$ cat config.mk
export PLATFORM = sky130hd
export DESIGN_NAME = irq_dest_filter
export DESIGN_NICKNAME = d
export VERILOG_FILES = /design/src/rtl/irq_dest_pkg.sv /design/src/rtl/irq_fmt_reg.sv /design/src/rtl/irq_logical_match.sv /design/src/rtl/irq_physical_match.sv /design/src/rtl/irq_dest_filter.sv
export SDC_FILE = /design/constraint.sdc
export NUM_CORES = 1
export LEC_CHECK = 0
export ABC_CLOCK_PERIOD_IN_PS = 1600
export CAP_MARGIN = 10
export CELL_PAD_IN_SITES_DETAIL_PLACEMENT = 1
export CELL_PAD_IN_SITES_GLOBAL_PLACEMENT = 2
export CORE_AREA = 3 3 71 73
export DETAILED_ROUTE_END_ITERATION = 7
export DIE_AREA = 0 0 74 76
export PLACE_DENSITY = 0.95
export SYNTH_ARGS = -nofsm -noshare
export SYNTH_HDL_FRONTEND = slang
export SYNTH_SLANG_ARGS = --single-unit
$ cat constraint.sdc
create_clock -name clk -period 1.6 [get_ports clk]
set_input_delay 0.48 -clock clk [delete_from_list [all_inputs] [get_ports clk]]
set_output_delay 0.48 -clock clk [all_outputs]
set_load 0.01 [all_outputs]
$ cat src/rtl/irq_dest_pkg.sv
package irq_dest_pkg;

   localparam int unsigned SH_W  = 2;
   localparam int unsigned SEL_W = 4;

   localparam logic [SEL_W-1:0] SEL_FLAT    = 4'hF;
   localparam logic [SEL_W-1:0] SEL_CLUSTER = 4'h0;

   typedef enum logic [SH_W-1:0] {
      SH_DEST   = 2'd0,
      SH_SELF   = 2'd1,
      SH_ALL    = 2'd2,
      SH_OTHERS = 2'd3
   } shorthand_e;

   typedef enum logic [1:0] {
      FMT_FLAT    = 2'd0,
      FMT_CLUSTER = 2'd1,
      FMT_BAD     = 2'd2
   } fmt_kind_e;

endpackage

$ cat src/rtl/irq_fmt_reg.sv
module irq_fmt_reg
   import irq_dest_pkg::*;
#(
   parameter int unsigned REG_W = 32
) (
   input  logic             clk,
   input  logic             rst_n,
   input  logic             wr_en,
   input  logic [REG_W-1:0] wr_data,
   output fmt_kind_e        kind
);

   localparam int unsigned FILL_W = REG_W - SEL_W;

   logic [REG_W-1:0] fmt_q;
   logic [SEL_W-1:0] sel;

   always_ff @(posedge clk) begin
      if (!rst_n) begin
         fmt_q <= '1;
      end else if (wr_en) begin
         fmt_q <= {wr_data[REG_W-1 -: SEL_W], {FILL_W{1'b1}}};
      end
   end

   assign sel = fmt_q[REG_W-1 -: SEL_W];

   always_comb begin
      if (sel == SEL_FLAT) begin
         kind = FMT_FLAT;
      end else if (sel == SEL_CLUSTER) begin
         kind = FMT_CLUSTER;
      end else begin
         kind = FMT_BAD;
      end
   end

endmodule

$ cat src/rtl/irq_logical_match.sv
module irq_logical_match
   import irq_dest_pkg::*;
#(
   parameter int unsigned ID_W = 8
) (
   input  logic [ID_W-1:0] lid,
   input  logic [ID_W-1:0] dest,
   input  fmt_kind_e       kind,
   output logic            hit,
   output logic            bad
);

   localparam int unsigned HALF = ID_W / 2;

   logic flat_hit;
   logic clus_hit;

   assign flat_hit = |(lid & dest);
   assign clus_hit = (lid[ID_W-1:HALF] == dest[ID_W-1:HALF]) &&
                     (|(lid[HALF-1:0] & dest[HALF-1:0]));

   always_comb begin
      hit = 1'b0;
      bad = 1'b0;
      case (kind)
         FMT_FLAT:    hit = flat_hit;
         FMT_CLUSTER: hit = clus_hit;
         default:     bad = 1'b1;
      endcase
   end

endmodule

$ cat src/rtl/irq_physical_match.sv
module irq_physical_match #(
   parameter int unsigned ID_W = 8
) (
   input  logic [ID_W-1:0] pid,
   input  logic [ID_W-1:0] dest,
   output logic            hit
);

   assign hit = (&dest) || (dest == pid);

endmodule

$ cat src/rtl/irq_dest_filter.sv
module irq_dest_filter
   import irq_dest_pkg::*;
#(
   parameter int unsigned REG_W    = 32,
   parameter int unsigned ID_W     = 8,
   parameter int unsigned ID_LSB   = 24,
   parameter int unsigned LDR_LSB  = 24,
   parameter int unsigned SH_LSB   = 18,
   parameter int unsigned MODE_BIT = 11,
   parameter bit          REG_OUT  = 1'b1
) (
   input  logic             clk,
   input  logic             rst_n,
   input  logic             fmt_wr_en_i,
   input  logic [REG_W-1:0] fmt_wr_data_i,
   input  logic [REG_W-1:0] id_reg_i,
   input  logic [REG_W-1:0] ldr_reg_i,
   input  logic             req_valid_i,
   input  logic [REG_W-1:0] req_cmd_i,
   input  logic [ID_W-1:0]  req_dest_i,
   input  logic             req_from_self_i,
   output logic             match_o,
   output logic             error_o
);

   if (ID_W < 2 || (ID_W % 2) != 0) begin : g_bad_id_w
      $error("ID_W must be even and at least 2");
   end
   if (REG_W <= SEL_W || ID_LSB + ID_W > REG_W || LDR_LSB + ID_W > REG_W) begin : g_bad_id_pos
      $error("ID fields must lie inside the register width");
   end
   if (SH_LSB + SH_W > REG_W || MODE_BIT >= REG_W) begin : g_bad_cmd_pos
      $error("command fields must lie inside the register width");
   end

   fmt_kind_e       fmt_kind;
   shorthand_e      sh;
   logic            logical;
   logic            phys_hit;
   logic            log_hit;
   logic            log_bad;
   logic            hit_d;
   logic            err_d;

   irq_fmt_reg #(.REG_W(REG_W)) u_fmt (
      .clk     (clk),
      .rst_n   (rst_n),
      .wr_en   (fmt_wr_en_i),
      .wr_data (fmt_wr_data_i),
      .kind    (fmt_kind)
   );

   irq_physical_match #(.ID_W(ID_W)) u_phys (
      .pid  (id_reg_i[ID_LSB +: ID_W]),
      .dest (req_dest_i),
      .hit  (phys_hit)
   );

   irq_logical_match #(.ID_W(ID_W)) u_log (
      .lid  (ldr_reg_i[LDR_LSB +: ID_W]),
      .dest (req_dest_i),
      .kind (fmt_kind),
      .hit  (log_hit),
      .bad  (log_bad)
   );

   assign sh      = shorthand_e'(req_cmd_i[SH_LSB +: SH_W]);
   assign logical = req_cmd_i[MODE_BIT];

   always_comb begin
      hit_d = 1'b0;
      err_d = 1'b0;
      if (req_valid_i) begin
         case (sh)
            SH_DEST: begin
               hit_d = logical ? log_hit : phys_hit;
               err_d = logical & log_bad;
            end
            SH_SELF:   hit_d = req_from_self_i;
            SH_ALL:    hit_d = 1'b1;
            SH_OTHERS: hit_d = !req_from_self_i;
            default: begin
               hit_d = 1'b0;
               err_d = 1'b1;
            end
         endcase
      end
   end

   if (REG_OUT) begin : g_reg_out
      always_ff @(posedge clk) begin
         if (!rst_n) begin
            match_o <= 1'b0;
            error_o <= 1'b0;
         end else begin
            match_o <= hit_d;
            error_o <= err_d;
         end
      end
   end else begin : g_comb_out
      assign match_o = hit_d;
      assign error_o = err_d;
   end

endmodule

==> impl_metrics.ini <==
[status]
status = finished, final reports clean

[synthesis]
synth_area_sq_um = 447
syn_avg_cell_area_sq_um = 8.76
ys_seq_area_share_pct = 26.9
synth_fp_nets = 196
syn_inst = 51
yosys_warnings = 0
synth_cell_types = 19
ys_seq_elements = 6

[worst_setup_path]
startpoint_type = input pin
crit_chain = clkdlybuf4s50_1 > ha_4 > nor4_4 > a31oi_1 > nor3_2
critical_path_class = in2reg
ff2ff_path_depth = 3
critPathRequiredTime_ns = 1.75
crit_family = buffers and inverters
critPathCapture = match_o
crit_path_end_kind = flip-flop
cp_num_cells = 5
crit_path_max_fanout = 1
crit_arrival_ns = 1.69
rrSetupSlack_ns = 0.47
critical_path_buf_inv_count = 1
r2r-end = match_o
cp-startpoint = ldr_reg_i[31]
cpPeakStageDelay_ns = 0.50
r2r_start = u_fmt.fmt_q[30]
critical_path.slowest_cell = clkdlybuf4s50_1

[detailed_routing]
routed_wl_mm = 1.76
drt_pass1_iterations = 1
vias = 567
via_per_inst = 3.75
drt_iter0_markers = 0
drc = 0
antenna_left = 0
wl_per_cell_um = 11.6

[sta]
fin_crit_sh_pct = 96.2
finalHoldViolCount = 0
slew_headroom_pct = 72.3
skew_ns = 0.000760
drv_slew = 0
setup_viol = 0
post-route-min-period_ns = 1.54
tightest_slew_ns = 0.412
max_freq_ghz = 0.650

[finish]
layout.cells.non_filler = 151
final_nets = 246
n_fill_cell = 506
layout_commonest_cell = clkdlybuf4s50_1
drive_gt1_share_pct = 22.2
regArea_sq_um = 120
final_util_pct = 24.2
antenna_cells = 0
area_growth_pct = 139
multi_input_area_sq_um = 403
final_cell_mix = 32 x clkdlybuf4s50_1, 9 x buf_4, 8 x xor2_1

[placement]
place_inst = 148
portBuffers = 37
place_congestion = 0.695

[clock_network]
htreeDepth = 1
cts.sinks = 6
cts_tree = yes
post_cts.repair.setup_buffers = 0
clockBufferDepth = 2
numCtsBuffers = 3
cts-root-buf = clkbuf_8
clk_pin_slew_worst_paths_ns = 0.04
insertion_delay_ns = 0.22

[floorplan]
rows = 24
die_h_um = 76
io_pins = 143
start_util_pct = 10.1
coreArea_sq_mm = 0.00441
die_area_sq_mm = 0.00562
die_w_um = 74

[power_and_ir_drop]
vdd_ir_drop_max_mv = 0.150
power_density_mw_per_mm2 = 562
p_leak_nw = 0.416

[global_route]
grt_max_degree = 5
track_usage_pct = 6.58
grt_pass1_wl_mm = 2.84
antenna_found_initial = 0
overflow = 0
grt_pass1_vias = 634

[hold_path]
hp-class = reg2reg

[flow_run]
maxCapViolCount = 0
-- area by class of cell --
cell class                 instances  area share [%]
timing repair buffer              46            41.1
multi-input combinational         44            37.7
sequential                         6            11.2
tap                               52            6.09
clock buffer                       3            3.86
-- synth_stat cells --
cell	number	area, sq um
o21ai_0	1	5.00
xnor2_1	1	8.76
xor2_1	8	70.1
nand2_1	6	22.5
a31oi_1	1	6.26
nor2_1	1	3.75
nor4_1	4	25.0
ha_1	4	50.1
nand4_1	3	18.8
o21ai_1	1	5.00
nand3_1	2	10.0
nor3_2	1	10.0
clkbuf_1	1	3.75
dfxtp_1	6	120
nor4_2	1	12.5
mux2i_1	4	40.0
a21oi_1	2	10.0
a22oi_1	2	15.0
nor3_1	2	10.0
-- repair_timing --
item,CTS,global route
pin swaps,8,8
gates resized for setup,10,7
endpoints found under the hold margin,0,0
hold buffers,0,0
endpoints found under the setup margin,1,1
-- flip-flops by register name (all words and copies together), names as in the netlist --
signal and count:
error_o 1, match_o 1, u_fmt.fmt_q 4
-- power by group --
group | total [mW] | switching, mW | leakage (nW) | internal (mW)
clock network | 0.225 | 0.0639 | 0.0216 | 0.161
registers | 0.164 | 0.00525 | 0.0495 | 0.159
logic | 0.212 | 0.0748 | 0.345 | 0.137
total | 0.601 | 0.144 | 0.416 | 0.457
-- per-layer routing --
metal | global-route usage, % | share of wire (%) | vias up | wire [um]
li1 | - | - | 288 | -
met1 | 7.04 | 40 | 253 | 697
met2 | 10.5 | 52 | 20 | 906
met4 | 5.25 | 3.1 | 0 | 55
met5 | 0 | 0 | - | 0
met3 | 1.72 | 5.6 | 6 | 98
-- per-stage QoR --
stage	setup WS, ns	area, sq um	TNS (ns)	power, mW	hold WS, ns
after floorplan	0.247	447	0	0.217	0.463
after global placement	-0.368	946	-0.368	0.347	0.480
after detailed placement	-0.383	946	-0.383	0.350	0.489
after CTS	0.00635	1030	0	0.603	0.502
after global routing	-0.00139	1070	-0.00139	0.639	0.546
final	0.0607	1070	0	0.601	0.497
-- worst min-delay path: cells and delay by family, from the launching register on --
family        cells  cell delay, ns
flops             1            0.34
mux               1            0.07
simple gates      1            0.05
-- cells by family (layout without fill, tap and decap cells) --
| logic type | after synthesis | in the layout | synth area share (%) |
|---|---|---|---|
| flops | 6 | 6 | 26.9 |
| xor+xnor | 9 | 9 | 17.6 |
| buf+inv | 1 | 49 | 0.840 |
| simple gates | 20 | 20 | 25.2 |
| compound gates | 7 | 7 | 9.24 |
| fa+ha+maj | 4 | 4 | 11.2 |
| mux | 4 | 4 | 8.96 |
-- worst min path at each step --
stage / startpoint / to / depth (start not counted)
2_1_floorplan: u_fmt.fmt_q[30] / u_fmt.fmt_q[30] / 2
3_3_place_gp: u_fmt.fmt_q[28] / u_fmt.fmt_q[28] / 2
3_5_place_dp: u_fmt.fmt_q[30] / u_fmt.fmt_q[30] / 2
4_1_cts: u_fmt.fmt_q[30] / u_fmt.fmt_q[30] / 2
5_1_grt: u_fmt.fmt_q[28] / u_fmt.fmt_q[28] / 2
6_report: u_fmt.fmt_q[30] / u_fmt.fmt_q[30] / 2
Note: power is estimated with default switching activity, not from simulation.
